==> src/rtl/serial_regs_pkg.sv <==
package serial_regs_pkg;
  localparam int unsigned DATA_W = 8;
  localparam int unsigned ADDR_W = 3;

  typedef logic [DATA_W-1:0] byte_t;
  typedef logic [ADDR_W-1:0] offs_t;

  localparam offs_t OFF_DATA = 3'd0;
  localparam offs_t OFF_IEN  = 3'd1;
  localparam offs_t OFF_IDENT = 3'd2;
  localparam offs_t OFF_LCTL = 3'd3;
  localparam offs_t OFF_MCTL = 3'd4;
  localparam offs_t OFF_LSTAT = 3'd5;
  localparam offs_t OFF_MSTAT = 3'd6;
  localparam offs_t OFF_SCRATCH = 3'd7;

  // identification register fields
  localparam byte_t IDENT_IDLE  = 8'h01;
  localparam byte_t CAUSE_TX    = 8'h02;
  localparam byte_t CAUSE_RX    = 8'h04;

  // fixed status patterns
  localparam byte_t LSTAT_TX_IDLE = 8'h60;
  localparam byte_t MSTAT_FIXED   = 8'hB0;
endpackage

==> src/rtl/serial_cfg_regs.sv <==
module serial_cfg_regs
  import serial_regs_pkg::*;
(
  input  logic  clk,
  input  logic  rst,
  input  logic  wr_en,
  input  offs_t wr_addr,
  input  byte_t wr_data,
  output byte_t ien_q,
  output byte_t lctl_q,
  output byte_t mctl_q,
  output byte_t fctl_q,
  output byte_t scr_q
);
  localparam int unsigned NREG = 5;
  localparam offs_t MAP [NREG] = '{OFF_IEN, OFF_LCTL, OFF_MCTL, OFF_IDENT, OFF_SCRATCH};

  byte_t regs_q [NREG];

  for (genvar g = 0; g < NREG; g++) begin : g_reg
    always_ff @(posedge clk) begin
      if (rst) regs_q[g] <= '0;
      else if (wr_en && wr_addr == MAP[g]) regs_q[g] <= wr_data;
    end
  end

  assign ien_q  = regs_q[0];
  assign lctl_q = regs_q[1];
  assign mctl_q = regs_q[2];
  assign fctl_q = regs_q[3];
  assign scr_q  = regs_q[4];
endmodule

==> src/rtl/serial_rx_hold.sv <==
module serial_rx_hold
  import serial_regs_pkg::*;
(
  input  logic  clk,
  input  logic  rst,
  input  logic  rx_valid,
  input  byte_t rx_data,
  output logic  rx_ready,
  input  logic  data_rd,
  output byte_t held_q,
  output logic  rdy_q,
  output logic  load_evt,
  output logic  empty_rd
);
  byte_t hold_n, slot_q, slot_n;
  logic  rdy_n, full_q, full_n;

  assign rx_ready = ~full_q;

  always_comb begin
    hold_n   = held_q;
    rdy_n    = rdy_q;
    slot_n   = slot_q;
    full_n   = full_q;
    load_evt = 1'b0;
    empty_rd = 1'b0;
    if (data_rd) begin
      if (rdy_q) begin
        hold_n = '0;
        rdy_n  = 1'b0;
      end else begin
        empty_rd = 1'b1;
      end
      if (full_q) begin
        hold_n   = slot_q;
        rdy_n    = 1'b1;
        full_n   = 1'b0;
        load_evt = 1'b1;
      end
    end
    if (rx_valid && !full_q) begin
      if (!rdy_n) begin
        hold_n   = rx_data;
        rdy_n    = 1'b1;
        load_evt = 1'b1;
      end else begin
        slot_n = rx_data;
        full_n = 1'b1;
      end
    end
  end

  always_ff @(posedge clk) begin
    if (rst) begin
      held_q <= '0;
      rdy_q  <= 1'b0;
      slot_q <= '0;
      full_q <= 1'b0;
    end else begin
      held_q <= hold_n;
      rdy_q  <= rdy_n;
      slot_q <= slot_n;
      full_q <= full_n;
    end
  end
endmodule

==> src/rtl/serial_int_id.sv <==
module serial_int_id
  import serial_regs_pkg::*;
(
  input  logic       clk,
  input  logic       rst,
  input  logic [1:0] ien,
  input  logic       data_wr,
  input  logic       data_rd,
  input  logic       ident_rd,
  input  logic       load_evt,
  output byte_t      ident_q
);
  byte_t ident_n;

  always_comb begin
    ident_n = ident_q;
    if (data_wr && ien[1]) begin
      ident_n    = ident_n | CAUSE_TX;
      ident_n[0] = 1'b0;
    end
    if (ident_rd) begin
      ident_n = ident_n & ~CAUSE_TX;
      if (ident_n == '0) ident_n = IDENT_IDLE;
    end
    if (data_rd) begin
      ident_n = ident_n & ~CAUSE_RX;
      if (ident_n == '0) ident_n = IDENT_IDLE;
    end
    if (load_evt && ien[0]) begin
      ident_n    = ident_n | CAUSE_RX;
      ident_n[0] = 1'b0;
    end
  end

  always_ff @(posedge clk) begin
    if (rst) ident_q <= IDENT_IDLE;
    else     ident_q <= ident_n;
  end
endmodule

==> src/rtl/serial_regs.sv <==
module serial_regs
  import serial_regs_pkg::*;
(
  input  logic       clk,
  input  logic       rst,
  input  logic [2:0] host_addr,
  input  logic       host_wr,
  input  logic       host_rd,
  input  logic [7:0] host_wdata,
  output logic [7:0] host_rdata,
  output logic       host_rvalid,
  output logic       rx_underrun,
  input  logic       rx_valid,
  input  logic [7:0] rx_data,
  output logic       rx_ready,
  output logic       tx_valid,
  output logic [7:0] tx_data,
  output logic [7:0] fifo_ctl,
  output logic       irq
);
  logic  rd_en, data_rd, data_wr, ident_rd;
  byte_t ien_q, lctl_q, mctl_q, scr_q, held_q, ident_q, rd_mux;
  logic  rdy_q, load_evt, empty_rd;

  assign rd_en    = host_rd & ~host_wr;
  assign data_rd  = rd_en && host_addr == OFF_DATA;
  assign ident_rd = rd_en && host_addr == OFF_IDENT;
  assign data_wr  = host_wr && host_addr == OFF_DATA;

  serial_cfg_regs u_cfg (
    .clk(clk), .rst(rst), .wr_en(host_wr), .wr_addr(host_addr), .wr_data(host_wdata),
    .ien_q(ien_q), .lctl_q(lctl_q), .mctl_q(mctl_q), .fctl_q(fifo_ctl), .scr_q(scr_q)
  );

  serial_rx_hold u_rx (
    .clk(clk), .rst(rst), .rx_valid(rx_valid), .rx_data(rx_data), .rx_ready(rx_ready),
    .data_rd(data_rd), .held_q(held_q), .rdy_q(rdy_q), .load_evt(load_evt),
    .empty_rd(empty_rd)
  );

  serial_int_id u_id (
    .clk(clk), .rst(rst), .ien(ien_q[1:0]), .data_wr(data_wr), .data_rd(data_rd),
    .ident_rd(ident_rd), .load_evt(load_evt), .ident_q(ident_q)
  );

  assign irq = ~ident_q[0];

  always_comb begin
    unique case (host_addr)
      OFF_DATA:    rd_mux = held_q;
      OFF_IEN:     rd_mux = ien_q;
      OFF_IDENT:   rd_mux = ident_q;
      OFF_LCTL:    rd_mux = lctl_q;
      OFF_MCTL:    rd_mux = mctl_q;
      OFF_LSTAT:   rd_mux = LSTAT_TX_IDLE | {7'b0, rdy_q};
      OFF_MSTAT:   rd_mux = MSTAT_FIXED;
      default:     rd_mux = ~scr_q;
    endcase
  end

  always_ff @(posedge clk) begin
    if (rst) begin
      host_rdata  <= '0;
      host_rvalid <= 1'b0;
      rx_underrun <= 1'b0;
      tx_valid    <= 1'b0;
      tx_data     <= '0;
    end else begin
      host_rvalid <= rd_en;
      rx_underrun <= empty_rd;
      if (rd_en) host_rdata <= rd_mux;
      tx_valid <= data_wr;
      if (data_wr) tx_data <= host_wdata;
    end
  end
endmodule

==> config.mk <==
export PLATFORM = sky130hd
export DESIGN_NAME = serial_regs
export DESIGN_NICKNAME = d
export VERILOG_FILES = /design/src/rtl/serial_regs_pkg.sv /design/src/rtl/serial_cfg_regs.sv /design/src/rtl/serial_rx_hold.sv /design/src/rtl/serial_int_id.sv /design/src/rtl/serial_regs.sv
export SDC_FILE = /design/constraint.sdc
export NUM_CORES = 1
export LEC_CHECK = 0
export ABC_CLOCK_PERIOD_IN_PS = 1500
export BUFFER_PORTS_ARGS = -buffer_cell sky130_fd_sc_hd__buf_2
export CAP_MARGIN = 20
export CORE_MARGIN = 5
export CORE_UTILIZATION = 51
export CTS_CLUSTER_DIAMETER = 60
export CTS_CLUSTER_SIZE = 24
export DETAILED_ROUTE_END_ITERATION = 8
export GPL_TIMING_DRIVEN = 1
export PLACE_DENSITY = 0.82
export SLEW_MARGIN = 20
export SYNTH_ARGS = -nofsm -noshare
export SYNTH_HDL_FRONTEND = slang
export SYNTH_SLANG_ARGS = --single-unit
export TNS_END_PERCENT = 30
==> constraint.sdc <==
create_clock -name clk -period 1.5 [get_ports clk]
set_clock_uncertainty 0.2 [all_clocks]
set_input_delay 0.225 -clock clk [delete_from_list [all_inputs] [get_ports clk]]
set_output_delay 0.225 -clock clk [all_outputs]
set_load 0.05 [all_outputs]
# After elaboration in Yosys (flattened, before gate mapping)
# Memory sizes are Yosys's and may differ from the RTL's.
# Index checks and enable logic that the tools add are counted.
# totals
register_bits,45
ram_bits,40
input_bits,24
out_inout_bits,29
wordCells,90
mem_count,1
# memory_table
name,depth,word_bits,rd,rd_clocked_by_memory_dff,write_ports,line,rtl
u_cfg.regs_q,5,8,5,0,5,serial_cfg_regs.sv:18,byte_t regs_q [NREG];
# op_classes
n_eq_ne,7
muxes,44
bitwise_logic,11
n_reduce_logical,17
# ops
cell,count
two-way mux 8 bit,14
case mux 8 bit (7 select lines),1
two-way mux 1 bit,27
zero test 8 bit,2
equality test 3 bit (second input constant),4
logical AND 1 bit,11
inverter 8 bit,1
equality test 3 x 2 -> 1 bit (second input constant),2
OR 1 bit,5
inverter 1 bit,4
equality test 3 x 1 -> 1 bit (second input constant),1
zero test 3 bit,1
two-way mux 3 bit,1
two-way mux 2 bit,1
AND reduction 2 bit,1
OR reduction 2 bit,1
bitwise AND 1 bit,1
zero test 1 bit,1

# Depth between registers and ports, before layout
# logic_depth
ltp_word,11
mapped_depth,7
ltp_nobuf,4

# By module
# A second synthesis with hierarchy kept.
# hier_totals
cells_unflattened,376
area_unflattened_um2,3846.2
# by_module_without_submodules
mod,n_inst,cells_each,area_per_inst_um2,seq_area_each_um2
serial_cfg_regs,1,106,1591.5,1201.2
serial_regs,1,137,1092.3,380.4
serial_rx_hold,1,106,887.1,360.3
serial_int_id,1,27,275.3,160.2

# Least setup slack after synthesis
# Ideal clock, no wire load.
# synth_path
path_kind,input to register
start,input host_addr[2]
end,memory u_cfg.regs_q[0][0] in the netlist's numbering (enable)
setup_time_ns,0.375
arrival_time_ns,1.093
t_required_ns,0.925
setup_slack_ns,-0.168
path_stages,3
n_path_buf,1
path_cell_list,buf_2 nand2b_1 o21bai_1
# synth_rtl
element,line,rtl
"start, declared",serial_regs.sv:6,"input logic [2:0] host_addr,"
"end, declared",serial_cfg_regs.sv:18,

# Final worst setup path
# layout_path
start,register u_id.ident_q[5]
end,register u_id.ident_q[0]
# layout_via
elab_chain_len,7
# layout_rtl
element,line,rtl
"start, declared",serial_int_id.sv:11,output byte_t ident_q
"start signal, assigned",serial_int_id.sv:37,else ident_q <= ident_n;
zero test 8 bit,serial_int_id.sv:23,if (ident_n == '0) ident_n = IDENT_IDLE;
two-way mux 8 bit,serial_int_id.sv:23,
two-way mux 8 bit *,serial_int_id.sv:21,if (ident_rd) begin
zero test 8 bit,serial_int_id.sv:27,if (ident_n == '0) ident_n = IDENT_IDLE;
two-way mux 8 bit,serial_int_id.sv:27,
two-way mux 8 bit *,serial_int_id.sv:25,if (data_rd) begin
two-way mux 3 bit *,serial_int_id.sv:29,if (load_evt && ien[0]) begin
# Every way passes the cells marked *; elsewhere a longest branch is shown, timed or not.
# A chain may end at the register's enable or synchronous reset.

==> impl_metrics.ini <==
[pwr]
switching_share = 0.2784
power.internal_mw = 3.604
clkPwrFrac = 0.315
p_leak_nw = 2.023
vdd_drop_max_v = 0.0005581
combPwrFrac = 0.159
pwr-share-seq = 0.526
switchingPower_mw = 1.391
p_per_area_nw_per_um2 = 1013

[clocking]
h-tree-depth = 3
clkSlewWorstSetupHoldPaths_ps = 90
clk_latency_ps = 360
tritoncts = done
cts.sinks = 85
root_buffer = clkbuf_8
cts_setup_buffers = 0
clockBufferDepth = 2
numCtsBuffers = 9

[cells_and_area]
drive_above_1_share = 0.3187
n_fill_cell = 584
area_growth_syn_to_layout_pct = 28.54
final_util = 0.6762
num_antenna_cells = 0
nets = 474

[global_route]
grt_max_degree = 38
grt.total_usage = 0.1994
grt-ovfl-total = 0
grt_pass1_wl_um = 14970
grt_pass1_vias = 2989
antenna_found_initial = 0

[setup_path]
end_kind = flop
critPathLaunchType = flop
worst-setup-path-type = flop to flop
required_ps = 1600
crit_fanout = 2
critPathArrivalTime_ps = 1570

[yosys]
syn_inst = 350
synth_xor_area_frac = 0
synth_area_um2 = 3836
synthFlopType = dfxtp_1
synth_nets = 374
yosys_register_bits = 85
synth.top_cell.area_share = 0.3131
synth_mux_area_frac = 0.06230
synth_edf_count = 40
synth_compound_area_frac = 0.1458
synth_top_family_by_area = simple AND/OR/NAND/NOR gates
ys_types = 57
synth-adder-area-share = 0
ys_top_cells_by_count = 45 x dfxtp_1, 41 x and2_1, 40 x edfxtp_1
yosysSeqAreaShare = 0.5479
yosys_warnings = 0
synthSimpleGateAreaFrac = 0.2061
synthArstFlopShare = 0
syn_avg_cell_area_um2 = 10.96
synth_area_leader_cell = edfxtp_1
synthTopCellsByArea = edfxtp_1 31%, dfxtp_1 23%, and2_1 6.7%
synth_most_common_cell = dfxtp_1

[sta]
drv_slew = 0
timing.fmax_mhz = 681.0
fin_tns_setup_ps = 0
rsz0062_at_grt = yes
hold_violations = 0
fin_crit_sh = 0.9790
tightest_slew_ps = 338.5
finalWorstSetupSlack_ps = 31.49
setup_viol_count_final = 0
post-route-min-period_ps = 1469
relSlewSlack = 0.7731
fin_hold_ws_ps = 104.7

[floorplan]
die_x_um = 96.73
start_util = 0.5261
die-area_um2 = 9357
num_rows = 31
coreArea_um2 = 7292
chipHeight_um = 96.73
io_pins = 53

[routing]
postRouteWirelength_um = 9357
wl_met1_um = 4021
drtIter0Drc = 264
first_pass_iters = 5
dr_wl_met3_um = 549
top_layer_used = met4
antenna_left = 0
post_drt_wl_per_cell_um = 16.89
route.detailed.drc = 0
viasPerCell = 5.464
routed-wl-met2_um = 4590
num_vias = 3027

[run_status]
status = completed

[min_path]
hp-class = primary input to flop

[placed_design]
dp_hpwl_um = 6478
place_ws_ps = -274.3
gp_congestion = 0.9017
portBuffers = 52

[flow_run]
maxCapViolCount = 0
## sequential cells by signal (all words and copies together) (netlist names)
name	count
host_rdata	8
tx_valid	1
tx_data	8
host_rvalid	1
rx_underrun	1
u_id.ident_q	8
u_rx.held_q	8
u_rx.rdy_q	1
u_rx.slot_q	8
u_rx.full_q	1
u_cfg.regs_q	40
## layout by cell type (no fill, tap or decap), types with 3 or more instances in the layout
master / count
nor2b_1: 12
and2_1: 41
buf_12: 5
nand2b_1: 7
o21ai_1: 3
nor2_1: 23
a22oi_1: 10
mux2_1: 3
a211oi_1: 5
nor3_2: 3
o21ai_0: 9
nand2_1: 34
edfxtp_1: 40
dfxtp_1: 42
buf_4: 39
a21oi_1: 15
buf_2: 50
a211oi_2: 7
clkbuf_8: 9
dlygate4sd3_1: 16
a21o_1: 3
mux2i_1: 16
nand3_1: 6
## kinds of logic (layout without fill, tap and decap cells)
group | after synthesis | in the layout
AO/OA/AOI/OAI | 75 | 75
multiplexers | 22 | 22
AND/OR/NAND/NOR | 141 | 141
buffers and inverters | 27 | 132
flip-flops | 85 | 85
## layer usage
metal,track usage,vias to the layer above
met1,0.2554,1455
met3,0.04820,17
met4,0.06803,0
met2,0.3301,97
met5,0,-
li1,-,1458
## power groups by stage
stage | Sequential [mW] | Clock [mW] | Combinational (mW)
finish | 2.63 | 1.57 | 0.795
global route | 2.64 | 1.71 | 0.851
CTS | 2.63 | 1.60 | 0.782
detailed placement | 2.68 | 0 | 0.742
global placement | 2.67 | 0 | 0.730
floorplan | 2.77 | 0 | 0.379
## per-stage QoR
stage          cells  area, µm²  power [mW]
2_1_floorplan    350       3874       3.149
4_1_cts          554       4886       5.010
5_1_grt          554       4931       5.199
3_3_place_gp     522       4516       3.404
6_report         554       4931       4.995
3_5_place_dp     522       4516       3.422
## what timing repair did
| action | 4_1_cts | 5_1_grt |
|---|---|---|
| hold buffers | 16 | 0 |
| pin swaps | 2 | 3 |
| setup endpoints to repair | 6 | 12 |
| endpoints found under the hold margin | 24 | 0 |
| gates resized for setup | 5 | 10 |
## critical path: stages, from the launching register on
cell,delay (ps)
dfxtp_2,330
or4_4,540
o32ai_4,210
a21o_1,140
## final cells by class
class | count | area (µm²) | share of cell area
flip-flops and latches | 85 | 2111 | 0.4281
clock buffers | 11 | 152.6 | 0.03096
multi-input cells | 238 | 1660 | 0.3367
clock inverters | 5 | 38.79 | 0.007866
inverters | 3 | 11.26 | 0.002284
well taps | 99 | 123.9 | 0.02512
repair buffers | 113 | 833.3 | 0.1690
## final timing paths
check / start / to / slack (ps) / depth (start not counted)
max: u_id.ident_q[5] / u_id.ident_q[0] / 30 / 3
min: rx_valid / u_rx.rdy_q / 100 / 4
max reg2reg: u_id.ident_q[5] / u_id.ident_q[0] / 30 / 3
min reg2reg: tx_data[7] / tx_data[7] / 260 / 2
(Power assumes the default switching activity.)
